<file path="src/rtl/mref_pkg.sv">
package mref_pkg;

   localparam int OPC_W = 6;

   localparam logic [OPC_W-1:0] OPC_SUR = 6'o01;
   localparam logic [OPC_W-1:0] OPC_SUB = 6'o02;
   localparam logic [OPC_W-1:0] OPC_ADD = 6'o03;
   localparam logic [OPC_W-1:0] OPC_XOR = 6'o04;
   localparam logic [OPC_W-1:0] OPC_IOR = 6'o05;
   localparam logic [OPC_W-1:0] OPC_AND = 6'o06;
   localparam logic [OPC_W-1:0] OPC_LAC = 6'o10;
   localparam logic [OPC_W-1:0] OPC_LMQ = 6'o11;
   localparam logic [OPC_W-1:0] OPC_MIA = 6'o12;
   localparam logic [OPC_W-1:0] OPC_MAI = 6'o13;
   localparam logic [OPC_W-1:0] OPC_INC = 6'o14;
   localparam logic [OPC_W-1:0] OPC_DEC = 6'o15;
   localparam logic [OPC_W-1:0] OPC_CMP = 6'o16;
   localparam logic [OPC_W-1:0] OPC_DAC = 6'o20;
   localparam logic [OPC_W-1:0] OPC_DAP = 6'o21;
   localparam logic [OPC_W-1:0] OPC_DIP = 6'o22;
   localparam logic [OPC_W-1:0] OPC_DMQ = 6'o23;
   localparam logic [OPC_W-1:0] OPC_DZM = 6'o24;
   localparam logic [OPC_W-1:0] OPC_JMP = 6'o34;

   typedef enum logic [3:0] {
      K_NONE, K_AND, K_IOR, K_XOR, K_ADD, K_SUB, K_SUR, K_LAC,
      K_LMQ, K_MIA, K_MAI, K_CMP, K_INC, K_DEC, K_JMP, K_STO
   } kind_e;

   typedef enum logic [2:0] {
      ST_AC, ST_MQ, ST_ZERO, ST_LOWF, ST_HIGHF
   } store_e;

   typedef struct packed {
      kind_e  kind;
      store_e st;
      logic   uses_arg;   // operand-consuming instruction
      logic   no_mem;     // never touches memory
      logic   is_jmp;
      logic   is_store;
      logic   is_incdec;
   } dec_t;

   typedef enum logic [2:0] {
      S_IDLE, S_FIRST, S_PTR, S_ARG, S_WBACK
   } phase_e;

endpackage

</file>
<file path="src/rtl/mref_decode.sv">
module mref_decode
   import mref_pkg::*;
#(
   parameter int OP_W = 6
) (
   input  logic [OP_W-1:0] op,
   output dec_t            dec
);

   if (OP_W != OPC_W) begin : g_bad_op_w
      $error("mref_decode: OP_W must equal the package opcode width");
   end

   always_comb begin
      dec = '{kind: K_NONE, st: ST_AC, uses_arg: 1'b0, no_mem: 1'b0,
              is_jmp: 1'b0, is_store: 1'b0, is_incdec: 1'b0};
      unique case (op)
         OPC_AND: dec.kind = K_AND;
         OPC_IOR: dec.kind = K_IOR;
         OPC_XOR: dec.kind = K_XOR;
         OPC_ADD: dec.kind = K_ADD;
         OPC_SUB: dec.kind = K_SUB;
         OPC_SUR: dec.kind = K_SUR;
         OPC_LAC: dec.kind = K_LAC;
         OPC_LMQ: dec.kind = K_LMQ;
         OPC_CMP: dec.kind = K_CMP;
         OPC_MIA: dec.kind = K_MIA;
         OPC_MAI: dec.kind = K_MAI;
         OPC_INC: dec.kind = K_INC;
         OPC_DEC: dec.kind = K_DEC;
         OPC_JMP: dec.kind = K_JMP;
         OPC_DAC: begin dec.kind = K_STO; dec.st = ST_AC;    end
         OPC_DMQ: begin dec.kind = K_STO; dec.st = ST_MQ;    end
         OPC_DZM: begin dec.kind = K_STO; dec.st = ST_ZERO;  end
         OPC_DAP: begin dec.kind = K_STO; dec.st = ST_LOWF;  end
         OPC_DIP: begin dec.kind = K_STO; dec.st = ST_HIGHF; end
         default: dec.kind = K_NONE;
      endcase
      dec.uses_arg  = dec.kind inside {K_AND, K_IOR, K_XOR, K_ADD, K_SUB,
                                       K_SUR, K_LAC, K_LMQ, K_CMP};
      dec.no_mem    = dec.kind inside {K_NONE, K_MIA, K_MAI};
      dec.is_jmp    = (dec.kind == K_JMP);
      dec.is_store  = (dec.kind == K_STO);
      dec.is_incdec = (dec.kind == K_INC) || (dec.kind == K_DEC);
   end

endmodule

</file>
<file path="src/rtl/mref_alu.sv">
module mref_alu
   import mref_pkg::*;
#(
   parameter int W = 24
) (
   input  kind_e        kind,
   input  logic [W-1:0] ac,
   input  logic [W-1:0] mq,
   input  logic [W-1:0] arg,
   output logic [W-1:0] ac_next,
   output logic         ac_we,
   output logic [W-1:0] mq_next,
   output logic         mq_we,
   output logic         ovf_set,
   output logic         cc_we,
   output logic         cc_z,
   output logic         cc_n
);

   localparam int MSB = W - 1;

   logic [W-1:0] sum, dif, rdif;

   assign sum  = ac + arg;
   assign dif  = ac - arg;
   assign rdif = arg - ac;

   always_comb begin
      ac_next = ac;
      ac_we   = 1'b0;
      mq_next = mq;
      mq_we   = 1'b0;
      ovf_set = 1'b0;
      cc_we   = 1'b0;
      unique case (kind)
         K_AND: begin ac_next = ac & arg; ac_we = 1'b1; end
         K_IOR: begin ac_next = ac | arg; ac_we = 1'b1; end
         K_XOR: begin ac_next = ac ^ arg; ac_we = 1'b1; end
         K_ADD: begin
            ac_next = sum; ac_we = 1'b1;
            ovf_set = (ac[MSB] == arg[MSB]) && (sum[MSB] != ac[MSB]);
         end
         K_SUB: begin
            ac_next = dif; ac_we = 1'b1;
            ovf_set = (ac[MSB] != arg[MSB]) && (dif[MSB] != ac[MSB]);
         end
         K_SUR: begin
            ac_next = rdif; ac_we = 1'b1;
            ovf_set = (ac[MSB] != arg[MSB]) && (rdif[MSB] != arg[MSB]);
         end
         K_LAC: begin ac_next = arg; ac_we = 1'b1; end
         K_LMQ: begin mq_next = arg; mq_we = 1'b1; end
         K_MIA: begin ac_next = mq;  ac_we = 1'b1; end
         K_MAI: begin mq_next = ac;  mq_we = 1'b1; end
         K_CMP: cc_we = 1'b1;
         default: ;
      endcase
   end

   assign cc_z = (dif == '0);
   assign cc_n = dif[MSB];

endmodule

</file>
<file path="src/rtl/mref_merge.sv">
module mref_merge
   import mref_pkg::*;
#(
   parameter int W    = 24,
   parameter int LO_W = 16
) (
   input  store_e       st,
   input  logic [W-1:0] ac,
   input  logic [W-1:0] mq,
   input  logic [W-1:0] old,
   output logic [W-1:0] wdata
);

   localparam int HI_W = W - LO_W;

   if (LO_W < 1 || LO_W >= W) begin : g_bad_lo
      $error("mref_merge: LO_W must lie strictly inside the word");
   end

   logic [W-1:0] lo_mask;
   assign lo_mask = {{HI_W{1'b0}}, {LO_W{1'b1}}};

   always_comb begin
      unique case (st)
         ST_AC:    wdata = ac;
         ST_MQ:    wdata = mq;
         ST_ZERO:  wdata = '0;
         ST_LOWF:  wdata = (old & ~lo_mask) | (ac & lo_mask);
         ST_HIGHF: wdata = (old & lo_mask) | (ac & ~lo_mask);
         default:  wdata = old;
      endcase
   end

endmodule

</file>
<file path="src/rtl/mref_seq.sv">
module mref_seq
   import mref_pkg::*;
#(
   parameter int WORD_W = 24,
   parameter int ADDR_W = 16,
   parameter int OP_W   = 6
) (
   input  logic              clk,
   input  logic              rst_n,
   input  logic              start,
   input  logic [WORD_W-1:0] instr,
   input  logic              ovf_clr,
   output logic              mem_rd,
   output logic              mem_wr,
   output logic [ADDR_W-1:0] mem_addr,
   output logic [WORD_W-1:0] mem_wdata,
   input  logic [WORD_W-1:0] mem_rdata,
   output logic [WORD_W-1:0] ac_q,
   output logic [WORD_W-1:0] mq_q,
   output logic [ADDR_W-1:0] pc_q,
   output logic              ovf_q,
   output logic              cc_zero,
   output logic              cc_neg,
   output logic              busy,
   output logic              done
);

   localparam int IMM_W  = ADDR_W + 1;
   localparam int SEL_B  = ADDR_W + 1;
   localparam int IND_B  = ADDR_W;
   localparam int OP_LSB = ADDR_W + 2;

   if (WORD_W != OP_W + 2 + ADDR_W) begin : g_bad_layout
      $error("mref_seq: word must be opcode + two mode bits + address");
   end

   phase_e            phase_q, phase_d;
   logic [WORD_W-1:0] ir_q;
   logic [ADDR_W-1:0] ea_q, ea_d;
   logic [WORD_W-1:0] tmp_q;
   dec_t              dec;
   logic              imm_sel, ind_sel;
   logic [WORD_W-1:0] imm_ext, arg;
   logic [WORD_W-1:0] alu_ac, alu_mq, st_data, bump;
   logic              alu_ac_we, alu_mq_we, alu_ovf, alu_cc_we, alu_z, alu_n;
   logic              first_last, exec_alu;

   assign imm_sel = ir_q[SEL_B];
   assign ind_sel = ir_q[IND_B];

   // sign extension of the immediate: the indirect bit is its sign
   if (WORD_W > IMM_W) begin : g_ext
      assign imm_ext = {{(WORD_W-IMM_W){ir_q[IND_B]}}, ir_q[IMM_W-1:0]};
   end else begin : g_noext
      assign imm_ext = ir_q[WORD_W-1:0];
   end

   mref_decode #(.OP_W(OP_W)) u_dec (
      .op  (ir_q[WORD_W-1:OP_LSB]),
      .dec (dec)
   );

   assign arg = (phase_q == S_FIRST) ? imm_ext : mem_rdata;

   mref_alu #(.W(WORD_W)) u_alu (
      .kind    (dec.kind),
      .ac      (ac_q),
      .mq      (mq_q),
      .arg     (arg),
      .ac_next (alu_ac),
      .ac_we   (alu_ac_we),
      .mq_next (alu_mq),
      .mq_we   (alu_mq_we),
      .ovf_set (alu_ovf),
      .cc_we   (alu_cc_we),
      .cc_z    (alu_z),
      .cc_n    (alu_n)
   );

   mref_merge #(.W(WORD_W), .LO_W(ADDR_W)) u_merge (
      .st    (dec.st),
      .ac    (ac_q),
      .mq    (mq_q),
      .old   (mem_rdata),
      .wdata (st_data)
   );

   assign bump = (dec.kind == K_INC) ? mem_rdata + WORD_W'(1)
                                     : mem_rdata - WORD_W'(1);

   // an instruction finishes in its first cycle when it needs no memory
   assign first_last = dec.no_mem
                     | (dec.uses_arg & imm_sel)
                     | (dec.is_jmp & (imm_sel | ~ind_sel));

   always_comb begin
      phase_d   = phase_q;
      ea_d      = ea_q;
      mem_rd    = 1'b0;
      mem_wr    = 1'b0;
      mem_addr  = ea_q;
      mem_wdata = st_data;
      done      = 1'b0;
      exec_alu  = 1'b0;
      unique case (phase_q)
         S_IDLE: begin
            if (start) phase_d = S_FIRST;
         end
         S_FIRST: begin
            if (first_last) begin
               done     = 1'b1;
               exec_alu = ~dec.is_jmp;
               phase_d  = S_IDLE;
            end else begin
               mem_rd  = 1'b1;
               phase_d = ind_sel ? S_PTR : S_ARG;
            end
         end
         S_PTR: begin
            ea_d = mem_rdata[ADDR_W-1:0];
            if (dec.is_jmp) begin
               done    = 1'b1;
               phase_d = S_IDLE;
            end else begin
               mem_rd   = 1'b1;
               mem_addr = mem_rdata[ADDR_W-1:0];
               phase_d  = S_ARG;
            end
         end
         S_ARG: begin
            if (dec.is_incdec) begin
               phase_d = S_WBACK;
            end else begin
               done     = 1'b1;
               mem_wr   = dec.is_store;
               exec_alu = dec.uses_arg;
               phase_d  = S_IDLE;
            end
         end
         S_WBACK: begin
            done      = 1'b1;
            mem_wr    = 1'b1;
            mem_wdata = tmp_q;
            phase_d   = S_IDLE;
         end
         default: phase_d = S_IDLE;
      endcase
   end

   assign busy = (phase_q != S_IDLE);

   always_ff @(posedge clk or negedge rst_n) begin
      if (!rst_n) begin
         phase_q <= S_IDLE;
         ir_q    <= '0;
         ea_q    <= '0;
         tmp_q   <= '0;
      end else begin
         phase_q <= phase_d;
         ea_q    <= ea_d;
         if (phase_q == S_IDLE && start) begin
            ir_q <= instr;
            ea_q <= instr[ADDR_W-1:0];
         end
         if (phase_q == S_ARG && dec.is_incdec) tmp_q <= bump;
      end
   end

   always_ff @(posedge clk or negedge rst_n) begin
      if (!rst_n) begin
         ac_q    <= '0;
         mq_q    <= '0;
         pc_q    <= '0;
         ovf_q   <= 1'b0;
         cc_zero <= 1'b0;
         cc_neg  <= 1'b0;
      end else begin
         if (exec_alu && alu_ac_we) ac_q <= alu_ac;
         if (exec_alu && alu_mq_we) mq_q <= alu_mq;
         if (exec_alu && alu_cc_we) begin
            cc_zero <= alu_z;
            cc_neg  <= alu_n;
         end
         if (phase_q == S_WBACK) ac_q <= tmp_q;
         if (done && dec.is_jmp) begin
            if (phase_q == S_PTR)  pc_q <= mem_rdata[ADDR_W-1:0];
            else if (imm_sel)      pc_q <= imm_ext[ADDR_W-1:0];
            else                   pc_q <= ir_q[ADDR_W-1:0];
         end
         if (exec_alu && alu_ovf)  ovf_q <= 1'b1;
         else if (ovf_clr)         ovf_q <= 1'b0;
      end
   end

endmodule

</file>
<file path="config.mk">
export PLATFORM = sky130hd
export DESIGN_NAME = mref_seq
export DESIGN_NICKNAME = d
export VERILOG_FILES = /design/src/rtl/mref_pkg.sv /design/src/rtl/mref_decode.sv /design/src/rtl/mref_alu.sv /design/src/rtl/mref_merge.sv /design/src/rtl/mref_seq.sv
export SDC_FILE = /design/constraint.sdc
export NUM_CORES = 1
export LEC_CHECK = 0
export ABC_AREA = 0
export ABC_CLOCK_PERIOD_IN_PS = 6200
export CORE_MARGIN = 2
export CORE_UTILIZATION = 40
export CTS_CLUSTER_SIZE = 30
export DETAILED_ROUTE_END_ITERATION = 12
export GPL_TIMING_DRIVEN = 1
export PLACE_DENSITY = 0.64
export SYNTH_ARGS = -nofsm -noshare
export SYNTH_HDL_FRONTEND = slang
export SYNTH_SLANG_ARGS = --single-unit
</file>
<file path="constraint.sdc">
create_clock -name clk -period 6.2 [get_ports clk]
set_clock_uncertainty 0.15 [all_clocks]
set_input_delay 0.62 -clock clk [delete_from_list [all_inputs] [get_ports clk]]
set_output_delay 0.62 -clock clk [all_outputs]
set_load 0.01 [all_outputs]
</file>
==> results of run 1 <==
==> layout make-up <==
type	instances	area (sq um)
timing repair buffer	195	1870
clock buffer	17	425
clock inverter	15	139
multi-input combinational	1425	9200
tap	442	553
fill	3191	16800
sequential	134	3350
inverter	82	308
==> power by group <==
group / internal (uW) / total [uW] / switching (uW)
Clock: 529 / 1010 / 481
Sequential: 1260 / 1870 / 615
Combinational: 2960 / 7500 / 4550
Total: 4740 / 10400 / 5640
==> registers in the layout, summed over array words and instances (netlist names) <==
name,cells
cc_zero,1
tmp_q,24
ac_q,24
ir_q,24
mq_q,24
pc_q,16
cc_neg,1
phase_q,3
ovf_q,1
ea_q,16
==> per-stage QoR <==
stage	util, %	setup WS [ns]	total power, uW	instance area [sq um]	hold slack, ns
2_1_floorplan	-	1.70	6450	13300	0.174
3_3_place_gp	46.9	1.25	9120	15300	0.307
3_5_place_dp	46.9	1.14	9130	15300	0.318
4_1_cts	48.6	1.10	10200	15900	0.153
5_1_grt	48.6	0.569	11100	15900	0.172
6_report	48.6	0.953	10400	15900	0.0609
==> placed cells by master (no fill, tap or decap), types with 16 or more instances in the layout <==
cell type,n
nand2_1,240
nor2_1,185
clkdlybuf4s50_1,161
a21oi_1,158
dfrtp_1,134
ha_1,116
inv_1,78
o21ai_0,75
o21ai_1,39
xnor2_1,39
nand3_1,35
nor3_1,35
buf_4,33
a31oi_1,32
mux2i_1,27
nor2b_1,23
a222oi_1,23
o21bai_1,22
nor4_1,22
o221ai_1,21
nand2b_1,20
a211oi_1,19
mux2_2,17
o22ai_1,17
clkbuf_16,17
o211ai_1,16
==> worst max-delay path: stages, from the launching register on <==
cell and delay [ns]:
dfrtp_1 0.65, or3b_1 0.45, buf_4 0.38, nor2_1 0.19, a21oi_1 0.55, inv_1 0.14
ha_1 0.50, inv_1 0.20, a211oi_1 0.24, nand4_1 0.10, or4_1 0.47, a2111oi_0 0.39
nand4_1 0.14, nor4_1 0.20, nand4_1 0.16, o31ai_1 0.22
==> metal layers <==
metal | GRT usage, % | wire length [um] | vias to the layer above
met2 | 48.8 | 24200 | 800
met3 | 6.83 | 5470 | 97
met4 | 10.9 | 1740 | 0
met5 | 0 | 0 | -
met1 | 45.4 | 24100 | 7035
li1 | - | - | 6592
==> logic make-up after synthesis <==
logic type / share of synthesized area (%)
AOI/OAI and AO/OA: 28.8
xor gates and xnor gates: 3.43
muxes: 3.48
DFF: 25.3
adders and majority gates: 11.5
buffers and inverters: 5.56
and+or+nand+nor: 21.9
==> path summary, 6_finish.rpt <==
kind                                             start                   end  slack (ns)  depth (start not counted)
worst max-delay path            phase_q[1]$_DFFE_PN0P_   cc_zero$_DFFE_PN0P_        0.95                         15
worst min-delay path                             rst_n   pc_q[3]$_DFFE_PN0P_        0.06                          1
worst max register to register  phase_q[1]$_DFFE_PN0P_   cc_zero$_DFFE_PN0P_        0.95                         15
worst min register to register     ea_q[1]$_DFFE_PN0P_   ea_q[1]$_DFFE_PN0P_        0.33                          2
max in group asynchronous                        rst_n  ir_q[18]$_DFFE_PN0P_        4.73                          2
min in group clk                   ea_q[1]$_DFFE_PN0P_   ea_q[1]$_DFFE_PN0P_        0.33                          2
==> impl_metrics.yaml, run 1 <==
synthesis:
  syn-num-nets: 1923
  synth-main-ff-cell: "dfrtp_1"
  synth_top_area_share_pct: 25.3
  synth_most_common_cell: "nand2_1"
  syn_inst: 1751
  yosys_register_bits: 134
  syn_area_per_cell_sq_um: 7.57
  seq_area_frac_synth_pct: 25.3
  netlist_area_sq_um: 13300
  ys_warn_count: 0
  synth.area.top_cells: "dfrtp_1 (25%), ha_1 (11%), nand2_1 (6.8%)"
  synth_cell_types: 90
  synth_area_leader_cell: "dfrtp_1"
  synthArstFlopShare_pct: 100
  synth_edf_count: 0
  synth_common_cells: "nand2_1 (241), nor2_1 (187), a21oi_1 (158), dfrtp_1 (134), ha_1 (116)"
critical_path:
  start_kind: "flop"
  required_ns: 6.42
  worstSetupEndpointType: "flop"
  path_max_fanout: 19
  cp.arrival_ns: 5.46
  setup.worst_path.class: "flop to flop"
sta:
  tightest_slew_ns: 1.19
  finalSetupViolations: 0
  relSlewSlack_pct: 20.4
  min_period_ns: 5.25
  max_freq_ghz: 0.191
  tns_ns: 0
  hold_violations: 0
  rsz0062_at_grt: "no"
  period_share_pct: 84.6
  slew_viol_final: 0
die:
  core_area_sq_um: 32600
  die_h_um: 186
  ioPinCount: 163
  rows: 66
  start_util_pct: 40.7
  die_w_um: 186
  die_area_sq_um: 34600
clock_tree:
  numCtsBuffers: 17
  htreeDepth: 4
  clock_latency_ns: 0.45
  cts.reportedPaths.clkPinSlew_ns: 0.07
  cts_setup_buffers: 0
  ctsLongestPathBuffers: 2
  cts.sinks: 134
  cts_tree: "built"
  cts_root_buffer: "clkbuf_16"
  post_cts_resized: 0
  hold_buffers: 0
drt:
  num_vias: 14500
  vias_per_cell: 6.29
  drt-total-wl_um: 55500
  first_pass_iters: 8
  drt_iter0_markers: 2116
  avgRoutedWirePerCell_um: 24.0
  drc: 0
  antenna_left: 0
global_route:
  gr-total-overflow: 0
  grtUsageTotal_pct: 32.2
  grt_pass1_vias: 13800
  antenna_found_initial: 0
  grt_max_degree: 92
  grt_pass1_wl_um: 84400
power:
  peakVddDrop_mv: 0.261
  p_leak_uw: 0.00675
  power_density_nw_per_um2: 655
place:
  dpl.cell_count: 2278
  io_buffer_count: 162
  dpl.hpwl_um: 41600
  gp_congestion: 0.985
finish:
  diodes: 0
  drive_above_1_share_pct: 6.10
  final_cells: 2310
  syn2layout_area_growth_pct: 19.5
  finalNetCount: 2027
flow_run:
  max_cap_violations: 0
outcome:
  status: "finished, final reports clean"
worst_hold_path:
  hp-class: "input pin to asynchronous set/reset pin"
No activity file was read; power rests on OpenSTA's default activity.
==> inputs of run 2 (changes only) <==
--- a/config.mk
+++ b/config.mk
@@ -6,7 +6,7 @@
 export NUM_CORES = 1
 export LEC_CHECK = 0
 export ABC_AREA = 0
-export ABC_CLOCK_PERIOD_IN_PS = 6200
+export ABC_CLOCK_PERIOD_IN_PS = 5400
 export CORE_MARGIN = 2
 export CORE_UTILIZATION = 40
 export CTS_CLUSTER_SIZE = 30
==> constraint.sdc (replaced) <==
create_clock -name clk -period 5.4 [get_ports clk]
set_clock_uncertainty 0.15 [all_clocks]
set_input_delay 0.54 -clock clk [delete_from_list [all_inputs] [get_ports clk]]
set_output_delay 0.54 -clock clk [all_outputs]
set_load 0.01 [all_outputs]
==> run 2 against run 1 <==
- first-iteration DRC count down 15%
- register-to-register slack worse by 0.49 ns
- largest power group unchanged
- total power up 16%
- wire length down 1.5%
- global-route usage down 0.62 points
- hold slack better by 0.27 ns
- utilization up 0.37 points
- sequential share of layout area down 0.16 points
==> impl_metrics.yaml, run 2 (synthesized netlist as in run 1, its figures left out) <==
outcome:
  status: "finished, final reports clean"
finish:
  fillers: 3197
  multiInputGateArea_sq_um: 9200
  final_cells: 2321
  final-seq-area_sq_um: 3350
  syn2layout_area_growth_pct: 20.4
  finalNetCount: 2038
  layout_common_cells: "nand2_1 (240), nor2_1 (185), clkdlybuf4s50_1 (161), a21oi_1 (158), dfrtp_1 (134)"
  diodes: 0
  drive_above_1_share_pct: 6.60
  layout_commonest_cell: "nand2_1"
critical_path:
  setup.worst_path.class: "flop to flop"
  crit_family: "compound AO/OA/AOI/OAI gates"
  cp.arrival_ns: 5.11
  start_kind: "flop"
  worstSetupEndpointType: "flop"
  required_ns: 5.57
  crit_chain: "or3b_1 > buf_4 > mux2i_1 > ha_1 > buf_4 > nor2_1 > o21ai_0 > a31oi_1 > a21boi_1 > o31ai_1 > o221ai_1 > a211oi_1 > a211oi_1 > a221o_1"
  regToRegSetupSlack_ns: 0.46
  r2r-end: "ac_q[16]$_DFFE_PN0P_"
  path_max_fanout: 24
  rr_worst_depth: 14
  slowest_stage: "dfrtp_1"
  r2r_start: "phase_q[2]$_DFFE_PN0P_"
  max_stage_delay_ns: 0.49
  critPathBufInv: 2
global_route:
  grt_pass1_wl_um: 82900
  grtUsageTotal_pct: 31.6
  grt_max_degree: 62
  grt_pass1_vias: 13800
  antenna_found_initial: 0
  gr-total-overflow: 0
die:
  die_w_um: 186
  die_area_sq_um: 34600
  start_util_pct: 40.7
  ioPinCount: 163
  core_area_sq_um: 32600
  die_h_um: 186
  rows: 66
clock_tree:
  clock_latency_ns: 0.44
  cts.sinks: 134
  post_cts_resized: 0
  numCtsBuffers: 17
  cts.reportedPaths.clkPinSlew_ns: 0.07
  htreeDepth: 4
  cts_setup_buffers: 0
  hold_buffers: 1
  cts_tree: "built"
  ctsLongestPathBuffers: 2
  cts_root_buffer: "clkbuf_16"
drt:
  avgRoutedWirePerCell_um: 23.6
  drc: 0
  first_pass_iters: 8
  num_vias: 14400
  antenna_left: 0
  vias_per_cell: 6.21
  drt_iter0_markers: 1792
  drt-total-wl_um: 54700
power:
  power_density_nw_per_um2: 755
  power_uw: 12100
  p_leak_uw: 0.00680
  peakVddDrop_mv: 0.280
sta:
  hold_violations: 0
  finalSetupViolations: 0
  tightest_slew_ns: 1.24
  slew_viol_final: 0
  period_share_pct: 91.5
  max_freq_ghz: 0.202
  rsz0062_at_grt: "no"
  min_period_ns: 4.94
  tns_ns: 0
  relSlewSlack_pct: 17.1
worst_hold_path:
  holdPathStages: 2
  min_delay_worst_endpoint: "ea_q[10]$_DFFE_PN0P_"
  min_from: "ea_q[10]$_DFFE_PN0P_"
  hp-class: "flop to flop"
place:
  dpl.cell_count: 2288
  gp_congestion: 1.01
  dpl.hpwl_um: 41600
  io_buffer_count: 162
flow_run:
  max_cap_violations: 0
[run 2: layout make-up]
type | instances | share of cell area [%]
Multi-Input combinational cell | 1425 | 57.6
Inverter | 82 | 1.93
Timing Repair Buffer | 206 | 12.3
Sequential cell | 134 | 21.0
Clock inverter | 13 | 0.846
Tap cell | 442 | 3.46
Clock buffer | 19 | 2.84
[run 2: how the worst max path moves through the flow]
stage,startpoint,end,slack [ns],cells past startpoint
after global routing,phase_q[2]$_DFFE_PN0P_,cc_zero$_DFFE_PN0P_,0.16,14
after floorplan,phase_q[2]$_DFFE_PN0P_,ac_q[12]$_DFFE_PN0P_,0.90,16
final,phase_q[2]$_DFFE_PN0P_,ac_q[16]$_DFFE_PN0P_,0.46,14
after global placement,phase_q[2]$_DFFE_PN0P_,ac_q[23]$_DFFE_PN0P_,0.67,14
after detailed placement,phase_q[2]$_DFFE_PN0P_,ac_q[23]$_DFFE_PN0P_,0.56,14
after CTS,phase_q[2]$_DFFE_PN0P_,ac_q[23]$_DFFE_PN0P_,0.54,14
[run 2: power breakdown]
group	internal, uW	switching, uW
clock network	672	529
registers	1440	691
logic	3450	5270
total	5570	6490
[run 2: through the flow]
| step | area, sq um | hold slack, ns | setup slack (ns) | util (%) |
|---|---|---|---|---|
| after detailed placement | 15400 | 0.241 | 0.561 | 47.1 |
| after global routing | 16000 | 0.350 | 0.161 | 49.0 |
| final | 16000 | 0.330 | 0.459 | 49.0 |
| after global placement | 15400 | 0.239 | 0.669 | 47.1 |
| after CTS | 16000 | 0.332 | 0.542 | 49.0 |
| after floorplan | 13300 | 0.0944 | 0.895 | - |
[run 2: worst reg2reg max path: stages, from the launching register on]
cell and delay (ns):
dfrtp_1 0.49, or3b_1 0.47, buf_4 0.28, mux2i_1 0.48, ha_1 0.45, buf_4 0.23, nor2_1 0.17, o21ai_0 0.17
a31oi_1 0.38, a21boi_1 0.22, o31ai_1 0.40, o221ai_1 0.21, a211oi_1 0.30, a211oi_1 0.14, a221o_1 0.28
[run 2: metal layers]
layer	track usage, %	vias up	routed length, um
met5	0	-	0
met2	46.5	791	23300
met4	13.9	0	2280
met1	43.9	6917	23500
li1	-	6596	-
met3	7.65	120	5650
